$ cat config.mk
export PLATFORM = sky130hd
export DESIGN_NAME = turbo_iter_seq
export DESIGN_NICKNAME = d
export VERILOG_FILES = /design/src/rtl/tis_pkg.sv /design/src/rtl/tis_idx_counter.sv /design/src/rtl/tis_half_tracker.sv /design/src/rtl/turbo_iter_seq.sv
export SDC_FILE = /design/constraint.sdc
export NUM_CORES = 1
export LEC_CHECK = 0
export BUFFER_PORTS_ARGS = -buffer_cell sky130_fd_sc_hd__buf_2
export CAP_MARGIN = 20
export CORE_MARGIN = 5
export CORE_UTILIZATION = 27
export DETAILED_ROUTE_END_ITERATION = 10
export REMOVE_ABC_BUFFERS = 1
export SYNTH_ARGS = -nofsm -noshare
export SYNTH_HDL_FRONTEND = slang
export SYNTH_SLANG_ARGS = --single-unit
$ cat constraint.sdc
create_clock -name clk -period 2.6 [get_ports clk]
set_input_delay 0.78 -clock clk [delete_from_list [all_inputs] [get_ports clk]]
set_output_delay 0.78 -clock clk [all_outputs]
set_load 0.02 [all_outputs]
$ cat src/rtl/tis_pkg.sv
package tis_pkg;
  typedef enum logic [1:0] {
    ST_IDLE  = 2'd0,
    ST_STORE = 2'd1,
    ST_ITER  = 2'd2,
    ST_DRAIN = 2'd3
  } tis_state_e;
endpackage

$ cat src/rtl/tis_idx_counter.sv
// Wrapping frame index: shared by the store phase and the drain phase.
module tis_idx_counter #(
  parameter int LIMIT = 64,
  parameter int W     = 6
) (
  input  logic         clk,
  input  logic         rst_n,
  input  logic         inc,
  output logic [W-1:0] idx,
  output logic         at_end
);
  localparam logic [W-1:0] LAST = W'(LIMIT - 1);

  assign at_end = (idx == LAST);

  always_ff @(posedge clk or negedge rst_n) begin
    if (!rst_n)      idx <= '0;
    else if (inc)    idx <= at_end ? '0 : idx + 1'b1;
  end


  idx_range_chk: assert property (@(posedge clk) disable iff (!rst_n)
    idx <= LAST);

  idx_step_chk: assert property (@(posedge clk) disable iff (!rst_n)
    (inc && !at_end) |=> idx == $past(idx) + 1'b1);
endmodule

$ cat src/rtl/tis_half_tracker.sv
// Tracks the half-iteration flag, iteration index and engine busy state.
module tis_half_tracker #(
  parameter int ITERS = 5,
  parameter int IW    = 3
) (
  input  logic          clk,
  input  logic          rst_n,
  input  logic          start,
  input  logic          done,
  output logic          busy,
  output logic          half,
  output logic [IW-1:0] iter_idx,
  output logic          done_acc,
  output logic          final_half
);
  localparam logic [IW-1:0] LAST_IT = IW'(ITERS - 1);

  assign done_acc   = busy && done;
  assign final_half = half && (iter_idx == LAST_IT);

  always_ff @(posedge clk or negedge rst_n) begin
    if (!rst_n) begin
      busy     <= 1'b0;
      half     <= 1'b0;
      iter_idx <= '0;
    end else begin
      if (start)         busy <= 1'b1;
      else if (done_acc) busy <= 1'b0;
      if (done_acc) begin
        if (final_half) begin
          half     <= 1'b0;
          iter_idx <= '0;
        end else begin
          half <= ~half;
          if (half) iter_idx <= iter_idx + 1'b1;
        end
      end
    end
  end


  half_toggle_chk: assert property (@(posedge clk) disable iff (!rst_n)
    (done_acc && !final_half) |=> half != $past(half));

  stray_done_chk: assert property (@(posedge clk) disable iff (!rst_n)
    (!busy && !start) |=> (half == $past(half)) && (iter_idx == $past(iter_idx)));

  no_restart_chk: assert property (@(posedge clk) disable iff (!rst_n)
    busy |-> !start);
endmodule

$ cat src/rtl/turbo_iter_seq.sv
module turbo_iter_seq
  import tis_pkg::*;
#(
  parameter int FRAME_LEN = 64,
  parameter int ITERS     = 5,
  parameter int AW        = (FRAME_LEN > 1) ? $clog2(FRAME_LEN) : 1
) (
  input  logic          clk,
  input  logic          rst_n,
  input  logic          in_valid,
  output logic          in_ready,
  output logic          mem_we,
  output logic [AW-1:0] mem_addr,
  output logic          rdy_str,
  output logic          siso_start,
  input  logic          siso_done,
  output logic          dec_sel,
  output logic          ext_rd_sel,
  output logic          ext_wr_sel,
  output logic          interleave_en,
  output logic          apri_zero,
  output logic          rdy_siso,
  output logic          out_valid,
  input  logic          out_ready,
  output logic [AW-1:0] out_addr,
  output logic          out_last
);
  localparam int IW = (ITERS > 1) ? $clog2(ITERS) : 1;

  tis_state_e    state, state_nx;
  logic [AW-1:0] idx;
  logic          at_end, accept, out_fire, busy, half, done_acc, final_half;
  logic [IW-1:0] iter_idx;

  assign in_ready = (state == ST_IDLE) || (state == ST_STORE);
  assign accept   = in_valid && in_ready;
  assign out_valid = (state == ST_DRAIN);
  assign out_fire  = out_valid && out_ready;

  tis_idx_counter #(.LIMIT(FRAME_LEN), .W(AW)) u_idx (
    .clk(clk), .rst_n(rst_n), .inc(accept || out_fire),
    .idx(idx), .at_end(at_end)
  );

  tis_half_tracker #(.ITERS(ITERS), .IW(IW)) u_half (
    .clk(clk), .rst_n(rst_n), .start(siso_start), .done(siso_done),
    .busy(busy), .half(half), .iter_idx(iter_idx),
    .done_acc(done_acc), .final_half(final_half)
  );

  assign mem_we   = accept;
  assign mem_addr = idx;
  assign rdy_str  = accept && at_end;
  assign out_addr = idx;
  assign out_last = out_valid && at_end;

  assign siso_start    = (state == ST_ITER) && !busy;
  assign rdy_siso      = (state == ST_ITER) && done_acc && final_half;
  assign dec_sel       = half;
  assign ext_rd_sel    = ~half;
  assign ext_wr_sel    = half;
  assign interleave_en = half;
  assign apri_zero     = (state == ST_ITER) && !half && (iter_idx == '0);

  always_comb begin
    state_nx = state;
    unique case (state)
      ST_IDLE:  if (accept)           state_nx = at_end ? ST_ITER : ST_STORE;
      ST_STORE: if (rdy_str)          state_nx = ST_ITER;
      ST_ITER:  if (rdy_siso)         state_nx = ST_DRAIN;
      ST_DRAIN: if (out_fire && at_end) state_nx = ST_IDLE;
      default:                        state_nx = ST_IDLE;
    endcase
  end

  always_ff @(posedge clk or negedge rst_n) begin
    if (!rst_n) state <= ST_IDLE;
    else        state <= state_nx;
  end


  store_closed_chk: assert property (@(posedge clk) disable iff (!rst_n)
    rdy_str |=> !in_ready);

  start_pulse_chk: assert property (@(posedge clk) disable iff (!rst_n)
    siso_start |=> !siso_start);

  drain_follows_chk: assert property (@(posedge clk) disable iff (!rst_n)
    rdy_siso |=> out_valid);

  out_hold_chk: assert property (@(posedge clk) disable iff (!rst_n)
    (out_valid && !out_ready) |=> out_valid && $stable(out_addr));

  phase_excl_chk: assert property (@(posedge clk) disable iff (!rst_n)
    !(out_valid && in_ready));

  apri_first_chk: assert property (@(posedge clk) disable iff (!rst_n)
    apri_zero |-> !dec_sel);
endmodule

**After elaboration in Yosys (flattened, before gate mapping)**

Cells that the tools add are included.

- Add/subtract/negate cells: 2
- Mux-type cells: 12
- Eq/ne operators: 9
- Reductions and logical operators: 22
- Bitwise gates (word level): 1

Operators by type and width:

| kind | number |
|---|---|
| $logic_and A1 B1 Y1 | 12 |
| $mux W2 | 5 |
| $pmux W2 S4 | 1 |
| $add A6 B1 Y6 const B | 1 |
| $eq A6 B6 Y1 const B | 1 |
| $mux W3 | 2 |
| $mux W6 | 1 |
| $ne A2 B2 Y1 const B | 3 |
| $eq A2 B2 Y1 const B | 2 |
| $reduce_and A4 Y1 | 1 |
| $reduce_bool A2 Y1 | 2 |
| $add A3 B1 Y3 const B | 1 |
| $eq A3 B3 Y1 const B | 1 |
| $logic_not A3 Y1 | 1 |
| $mux W1 | 3 |
| $eq A2 B1 Y1 const B | 1 |
| $logic_not A1 Y1 | 2 |
| $logic_not A2 Y1 | 1 |
| $logic_or A1 B1 Y1 | 2 |
| $ne A2 B1 Y1 const B | 1 |
| $reduce_and A2 Y1 | 1 |
| $not A1 Y1 | 1 |

- Flip-flop bits (word level): 13
- Logic and storage cells: 51

**Logic depth before layout (Yosys ltp)**

Gate-level depths: netlist of run 1.

- Depth after elaboration: 6
- Depth in mapped cells: 6
- Gate-level depth less buffers: 6

**Cells and area by module**

Synthesis of run 1 repeated with hierarchy kept, for this count alone.

- Cell total of the unflattened synthesis: 86
- Area total of the unflattened synthesis: 877.1 µm²

By module, submodules not included:

| module | area each (µm²) | sequential area each (µm²) | cells an instance | times used |
|---|---|---|---|---|
| turbo_iter_seq | 322.8 | 50.0 | 36 | 1 |
| tis_idx_counter | 294.0 | 150.1 | 28 | 1 |
| tis_half_tracker | 260.2 | 125.1 | 22 | 1 |

**Least setup slack after synthesis of run 1**

Ideal clock, no wire load.

- Path type: flip-flop to output port
- Start: register u_idx.idx[0]
- End: output port out_last
- Data required time: 1.820 ns
- Cell stages (with the launch flop): 5
- Setup slack: 0.488 ns
- Data arrival time: 1.332 ns
- Path through: dfrtp_1 -> ha_1 -> nand3_2 -> nor2_2 -> and2_1

- Word-level cells in the longest chain between the ends: 2

RTL lines:

| what | line | RTL |
|---|---|---|
| start, declared | tis_idx_counter.sv:9 | `output logic [W-1:0] idx,` |
| start signal, assigned | tis_idx_counter.sv:18 | `else if (inc) idx <= at_end ? '0 : idx + 1'b1;` |
| $eq A6 B6 Y1 | tis_idx_counter.sv:14 | `assign at_end = (idx == LAST);` |
| $logic_and A1 B1 Y1 | turbo_iter_seq.sv:55 | `assign out_last = out_valid && at_end;` |
| end, declared | turbo_iter_seq.sv:26 | `output logic out_last` |

No other way between the ends.

**Final worst setup path of run 1**

- Start: register u_idx.idx[0]
- End: output port rdy_str

- Word-level cells in the longest chain between the ends: 2

RTL lines:

| what | line | RTL |
|---|---|---|
| $eq A6 B6 Y1 | tis_idx_counter.sv:14 |  |
| $logic_and A1 B1 Y1 | turbo_iter_seq.sv:53 | `assign rdy_str = accept && at_end;` |
| end, declared | turbo_iter_seq.sv:14 | `output logic rdy_str,` |

No other way between the ends.

==> results.md, run 1 <==
* Status: complete, no violations
* Max Slew Vio Count at 0
* Synth area leader: dfrtp_1
* Final worst slack at 0.140 ns
* Postcts setup bufs at 0
* Final setup viols at 0
* Synth Flop Type: dfrtp_1
* Area share of the largest cell type after synthesis at 37.4%
* Share of post-route cells with drive strength above 1 at between 30% and 40%
* Drc violations at 0
* Total of max-cap violations at 0
* Max Clock Skew at between 0.001 and 0.0015 ns
* Worst setup path class: register to output port
* Worst path bufs/invs at 1
* Total Die Area at 0.00446 sq mm
* Net Sw Power at around 0.66 mW
* Maximum vdd drop at 0.000445 V
* DIE HEIGHT at 66.8 um
* Int Power at between 0.6 and 0.7 mW
* H-Tree Depth at 1
* Leak at 0.502 nW
* Hold Crit Class: input port to asynchronous set/reset pin
* Clk root buf: clkbuf_4
* Slowest cell on the critical path: dfrtp_1
* CP Launch Type: register
* Post-Syn Instances at 90
* Starting Density at 28.3%
* Register area at 325 sq um
* DR vias at 732
* First-pass GRT wire length at 3.19 mm
* Synth top cells by count: dfrtp_1 (13), buf_4 (8), ha_1 (7)
* Part of the power in registers at a little under a third
* Hold WS at 0.385 ns
* CTS max path bufs at 2
* Hold-fix buffers at CTS at 0
* Core Area at 0.00308 sq mm
* Cts repair resizes at 0
* CTS Buf Count at 3
* Slowest stage delay, CP at between 0.4 and 0.5 ns
* Clock power share at 9.0%
* Post-detail-place hpwl at between 1 and 1.5 mm
* Iter 0 DRT Violations at 28
* # placed instances at 154
* Share of flip-flops with an asynchronous set or reset at 100%
* Total design power at 1.34 mW
* Worst-skew pair later-pin latency at between 0.2 and 0.3 ns
* Gpl congestion at between 0.7 and 0.8
* Fillers at 324
* Initial antenna violation count at 0
* All-Layer GR Usage at under 10%
* Crit Path Max Fanout at 7
* Arrival @ worst endpoint at 1.68 ns
* Post-Syn Area at 870 sq um
* Fin. Hold Viols at 0
* Relative slew slack at around 80%
* Unique masters post-synth at 34
* Worst setup EP type: output port
* Fin crit period at 2.46 ns
* Final period utilization at 94.6%
* Setup TNS at 0 ns
* Number of top-level pins at 29
* Vias in the first global route at slightly above 700
* Seq/Total Area, Yosys at 37.4%
* Sequence of cells on the critical path: ha_1, nand3_2, nor2_2, and2_2, buf_2
* Top delay family on crit path: simple AND/OR/NAND/NOR gates
* Largest net degree at the start of global routing at 14
* Final ANT Viol Nets at 0
* Synth area leaders: dfrtp_1 (37%), ha_1 (10%), buf_4 (6.9%)
* Port Buffer Count at 28
* Chip Width at 66.8 um
* Syn_area_per_cell at around 9.7 sq um
* Synth Warn # at 0
* # rows at 20
* Clk pin slew, worst setup/hold paths at 0.08 ns
* Most common cell in the synthesized netlist: dfrtp_1
* Yosys reg bits at 13
* Fin nets at 127
* Max Clk Rate at 0.406 GHz
* Area Growth Syn to Fin at 18.6%
* Clock tree sinks at 13
* PD cells at approximately 1300 mW/mm^2
* RSZ-0062 raised after global routing: no
* Pre-CTS setup slack at 0.411 ns
* Vias per inst at around 4.6
* Post-detailed-route wirelength per cell at 11.7 um
* Required @ worst endpoint at between 1.5 and 2 ns
* Slew @ Worst Pin at 0.282 ns
* Routed WL at roughly 1.8 mm
* Final std cells w/o fill at 158
* N_diodes at 0
* Global route overflow at 0
* Area occupied by multi-input gates at 465 sq um
* TritonCTS clock tree: done
* DRT Pass-1 Iters at 4
* Post-synth EDFFs at 0
* Comb pwr share at 59.4%
* Switching share of power at 49.1%
-- cell type report --
class                           instances  area share (%)
Sequential cell                        13            31.6
Multi-Input combinational cell         64            45.1
Clock buffer                            4            2.55
Inverter                                5            1.82
Timing Repair Buffer                   28            13.6
Tap cell                               44            5.34
-- layout by cell type (no fill, tap or decap) --
cell type	n
buf_2	28
dfrtp_1	13
ha_1	7
o21ai_0	6
inv_1	5
nand2_1	5
nand3_1	4
nor2_1	4
and2_1	3
clkbuf_4	3
or2_2	2
nand3_2	2
nor2b_1	2
o21ai_1	2
nand2b_1	2
o21a_1	2
mux2_2	2
a32oi_1	2
o31ai_1	2
xnor2_1	2
nor3_1	1
o21a_2	1
nor2_2	1
and2_2	1
o22ai_2	1
o22ai_1	1
a32o_1	1
nor2_4	1
xor2_1	1
a22o_1	1
nand4_1	1
o2111ai_1	1
a21oi_1	1
nor3b_1	1
a21o_1	1
clkbuf_1	1
-- per-stage QoR --
| step | instance area (sq um) | util, % |
|---|---|---|
| 5_1_grt | 1030 | 33.5 |
| 4_1_cts | 1030 | 33.5 |
| 3_5_place_dp | 1000 | 32.6 |
| 2_1_floorplan | 810 | - |
| 3_3_place_gp | 1000 | 32.6 |
| 6_report | 1030 | 33.5 |
-- worst paths after layout --
| kind | cells past startpoint | slack, ns | from | to |
|---|---|---|---|---|
| max in group asynchronous | 1 | 1.99 | rst_n | state[0] |
| worst min-delay path | 1 | 0.38 | rst_n | u_idx.idx[1] |
| worst max register to register | 6 | 0.98 | state[0] | u_idx.idx[3] |
| worst min register to register | 1 | 0.54 | u_half.iter_idx[1] | u_half.iter_idx[1] |
| min in group clk | 1 | 0.54 | u_half.iter_idx[1] | u_half.iter_idx[1] |
| worst max-delay path | 5 | 0.14 | u_idx.idx[0] | rdy_str |
-- worst reg2reg max path: cells and delay by family (launching register included) --
family                     cells  cell delay [ns]
AOI/OAI and AO/OA              4             0.79
adders and majority gates      1             0.26
buffers and inverters          1             0.08
DFF                            1             0.40
-- routing by layer --
layer	vias to the layer above	GRT usage (%)	part of all wire [%]	wire length (um)
met2	15	14.4	48	876
met4	0	3.81	0.43	8
li1	361	-	-	-
met1	354	11.9	49	896
met5	-	0	0	0
met3	2	2.70	3.3	60
-- kinds of logic (layout without fill, tap and decap cells) --
family          after synthesis  in the layout  share of synthesized area (%)
mux                           2              2                           2.59
simple gates                 30             30                           20.0
buf+inv                      13             37                           9.07
flops                        13             13                           37.4
xor+xnor                      3              3                           3.02
compound gates               22             22                           17.8
fa+ha+maj                     7              7                           10.1
-- power groups by stage --
| stage | clock network, mW | registers (mW) | logic [mW] |
|---|---|---|---|
| after floorplan | 0 | 0.523 | 0.460 |
| after global placement | 0 | 0.418 | 0.790 |
| after detailed placement | 0 | 0.427 | 0.806 |
| after CTS | 0.129 | 0.422 | 0.814 |
| after global routing | 0.141 | 0.440 | 0.890 |
| final | 0.121 | 0.423 | 0.796 |
-- flip-flops by register name (all words and copies together), names as in the netlist --
name	count
state	2
u_half.busy	1
u_half.half	1
u_half.iter_idx	3
u_idx.idx	6
Note: power is estimated with default switching activity, not from simulation.
==> run 2, diff against run 1 <==
--- a/config.mk
+++ b/config.mk
@@ -7,7 +7,8 @@
 export LEC_CHECK = 0
 export BUFFER_PORTS_ARGS = -buffer_cell sky130_fd_sc_hd__buf_2
 export CAP_MARGIN = 20
-export CORE_MARGIN = 5
+export CORE_ASPECT_RATIO = 2
+export CORE_MARGIN = 4
 export CORE_UTILIZATION = 27
 export DETAILED_ROUTE_END_ITERATION = 10
 export REMOVE_ABC_BUFFERS = 1
==> run 2 against run 1 <==
  * First-iteration DRC count fell by 71%
  * Sequential power barely moved
  * Power rose by 4.8%
  * Combinational power about the same
  * Register-to-register slack lost 0.02 ns
  * Cell area increased by 0.24%
  * Clock power is 50% higher
  * Critical path type unchanged
  * Largest cell class unchanged
==> results.md, run 2 (synthesis results as in run 1) <==
* Status: complete, no violations
* Net Sw Power at 0.674 mW (+2.4%)
* Most common cell after layout, fill and taps aside: buf_2
* Starting Density at 28.9% (+0.61 points)
* Switching share of power at 48.0% (-1.1 points)
* Top delay family on crit path: simple AND/OR/NAND/NOR gates
* Pre-CTS setup slack at 0.418 ns (+0.00649 ns)
* Area Growth Syn to Fin at 18.8%
* Post-detail-place hpwl at 1.50 mm (+1.6%)
* Clk pin slew, worst setup/hold paths at 0.06 ns (-0.02 ns)
* Final period utilization at 92.5% (-2.1 points)
* Final instance area at 0.00103 sq mm (+0.24%)
* Int Power at 0.730 mW (+7.1%)
* Clock tree sinks at 13 (unchanged)
* Fin nets at 127 (unchanged)
* Gpl congestion at 0.754 (-4.9%)
* H-Tree Depth at 1 (unchanged)
* N_diodes at 0 (unchanged)
* Required @ worst endpoint at 1.82 ns (about the same)
* DR vias at 720 (-1.6%)
* CTS Buf Count at 3 (unchanged)
* Max Clk Rate at 0.416 GHz (+2.3%)
* Post-DP Area at 987 sq um (-1.7%)
* Worst setup path class: register to output port
* Worst-skew pair later-pin latency at 0.24 ns (-0.03 ns)
* Final ANT Viol Nets at 0 (unchanged)
* First-pass GRT wire length at 2.90 mm (-8.9%)
* Clock power share at 12.9% (+3.9 points)
* Max reg flops at 6 (unchanged)
* Postcts setup bufs at 0 (unchanged)
* Slowest cell on the critical path: dfrtp_1
* Vias in the first global route at 685 (-4.6%)
* Slowest stage delay, CP at 0.44 ns (about the same)
* TritonCTS clock tree: done
* Clk root buf: clkbuf_8
* Worst path bufs/invs at 1 (unchanged)
* Final worst slack at 0.194 ns (+0.0546 ns)
* Iter 0 DRT Violations at 8 (-71%)
* Sequence of cells on the critical path: ha_1, nand3_2, nor2_2, and2_2, buf_2
* DRT Pass-1 Iters at 2 (-2)
* Comb pwr share at 56.8% (-2.6 points)
* Largest net degree at the start of global routing at 14 (unchanged)
* Crit Path Max Fanout at 7 (unchanged)
* Hold Crit Class: input port to asynchronous set/reset pin
* Max Slew Vio Count at 0 (unchanged)
* Fillers at 335 (+3.4%)
* Port Buffer Count at 28 (unchanged)
* Final std cells w/o fill at 144 (-8.9%)
* Top flop regs: u_idx.idx: 6 flops, u_half.iter_idx: 3 flops, state: 2 flops
* Routed WL at 1.86 mm (+1.2%)
* Setup TNS at 0 ns (unchanged)
* Fin. Hold Viols at 0 (unchanged)
* Final setup viols at 0 (unchanged)
* Core Area at 0.00301 sq mm (-2.1%)
* Global route overflow at 0 (unchanged)
* CP Launch Type: register
* Vias per inst at 5.00 (+7.9%)
* Drc violations at 0 (unchanged)
* All-Layer GR Usage at 9.47% (+0.20 points)
* Total of max-cap violations at 0 (unchanged)
* CTS max path bufs at 2 (unchanged)
* Leak at 0.513 nW (+2.1%)
* Number of top-level pins at 29 (unchanged)
* Relative slew slack at 78.8% (-2.2 points)
* Crit path depth at 5 (unchanged)
* Reg2reg path depth at 6 (unchanged)
* Cts repair resizes at 0 (unchanged)
* # rows at 28 (+40%)
* Total Die Area at 0.00425 sq mm (-4.7%)
* Most frequent cells in the layout: buf_2 (28), dfrtp_1 (13), ha_1 (7)
* Share of post-route cells with drive strength above 1 at 37.7% (+0.88 points)
* Hold-fix buffers at CTS at 0 (unchanged)
* # placed instances at 140 (-9.1%)
* Maximum vdd drop at 0.000726 V (+63%)
* Part of the power in registers at 30.2% (-1.3 points)
* Post-detailed-route wirelength per cell at 12.9 um (+11%)
* Worst setup EP type: output port
* DIE HEIGHT at 88.3 um (+32%)
* Slew @ Worst Pin at 0.318 ns (+0.0360 ns)
* RSZ-0062 raised after global routing: no
* Arrival @ worst endpoint at 1.63 ns (-0.05 ns)
* Chip Width at 48.1 um (-28%)
* Fin crit period at 2.41 ns (-0.0546 ns)
* Max Clock Skew at 0.00286 ns (+0.00170 ns)
* PD cells at 1360 mW/mm^2 (+4.5%)
* Biggest register: u_idx.idx
* Initial antenna violation count at 0 (unchanged)
==> run 2: final timing paths <==
kind | start | to | slack (ns)
min in group clk | u_half.iter_idx[1] | u_half.iter_idx[1] | 0.54
max reg2reg | state[0] | u_idx.idx[0] | 0.96
min reg2reg | u_half.iter_idx[1] | u_half.iter_idx[1] | 0.54
max in group asynchronous | rst_n | u_half.busy | 1.94
max | u_idx.idx[0] | rdy_str | 0.19
min | rst_n | u_half.iter_idx[2] | 0.42
==> run 2: layout make-up <==
| class | count | area, sq um | area share [%] |
|---|---|---|---|
| Sequential cell | 13 | 325 | 31.5 |
| Clock inverter | 1 | 5.00 | 0.484 |
| Clock buffer | 3 | 41.3 | 4.00 |
| Timing Repair Buffer | 28 | 140 | 13.6 |
| Multi-Input combinational cell | 64 | 465 | 45.0 |
| Tap cell | 30 | 37.5 | 3.63 |
| Inverter | 5 | 18.8 | 1.82 |
==> run 2: per-layer routing <==
layer	vias to the layer above	track usage, %	part of all wire (%)
li1	359	-	-
met1	336	10.6	40
met2	23	15.8	53
met3	2	1.83	6.9
met4	0	5.15	0.80
met5	-	0	0
==> run 2: power by group through the flow <==
stage	sequential, mW	combinational (mW)	clock, mW
floorplan	0.523	0.460	0
global placement	0.420	0.784	0
detailed placement	0.430	0.804	0
CTS	0.428	0.810	0.190
global route	0.447	0.864	0.198
finish	0.424	0.798	0.182
==> run 2: through the flow <==
stage	hold slack [ns]	util [%]	total power, mW
2_1_floorplan	0.484	-	0.983
5_1_grt	0.431	34.3	1.51
3_3_place_gp	0.521	32.8	1.20
3_5_place_dp	0.528	32.8	1.23
4_1_cts	0.427	34.3	1.43
6_report	0.423	34.3	1.40
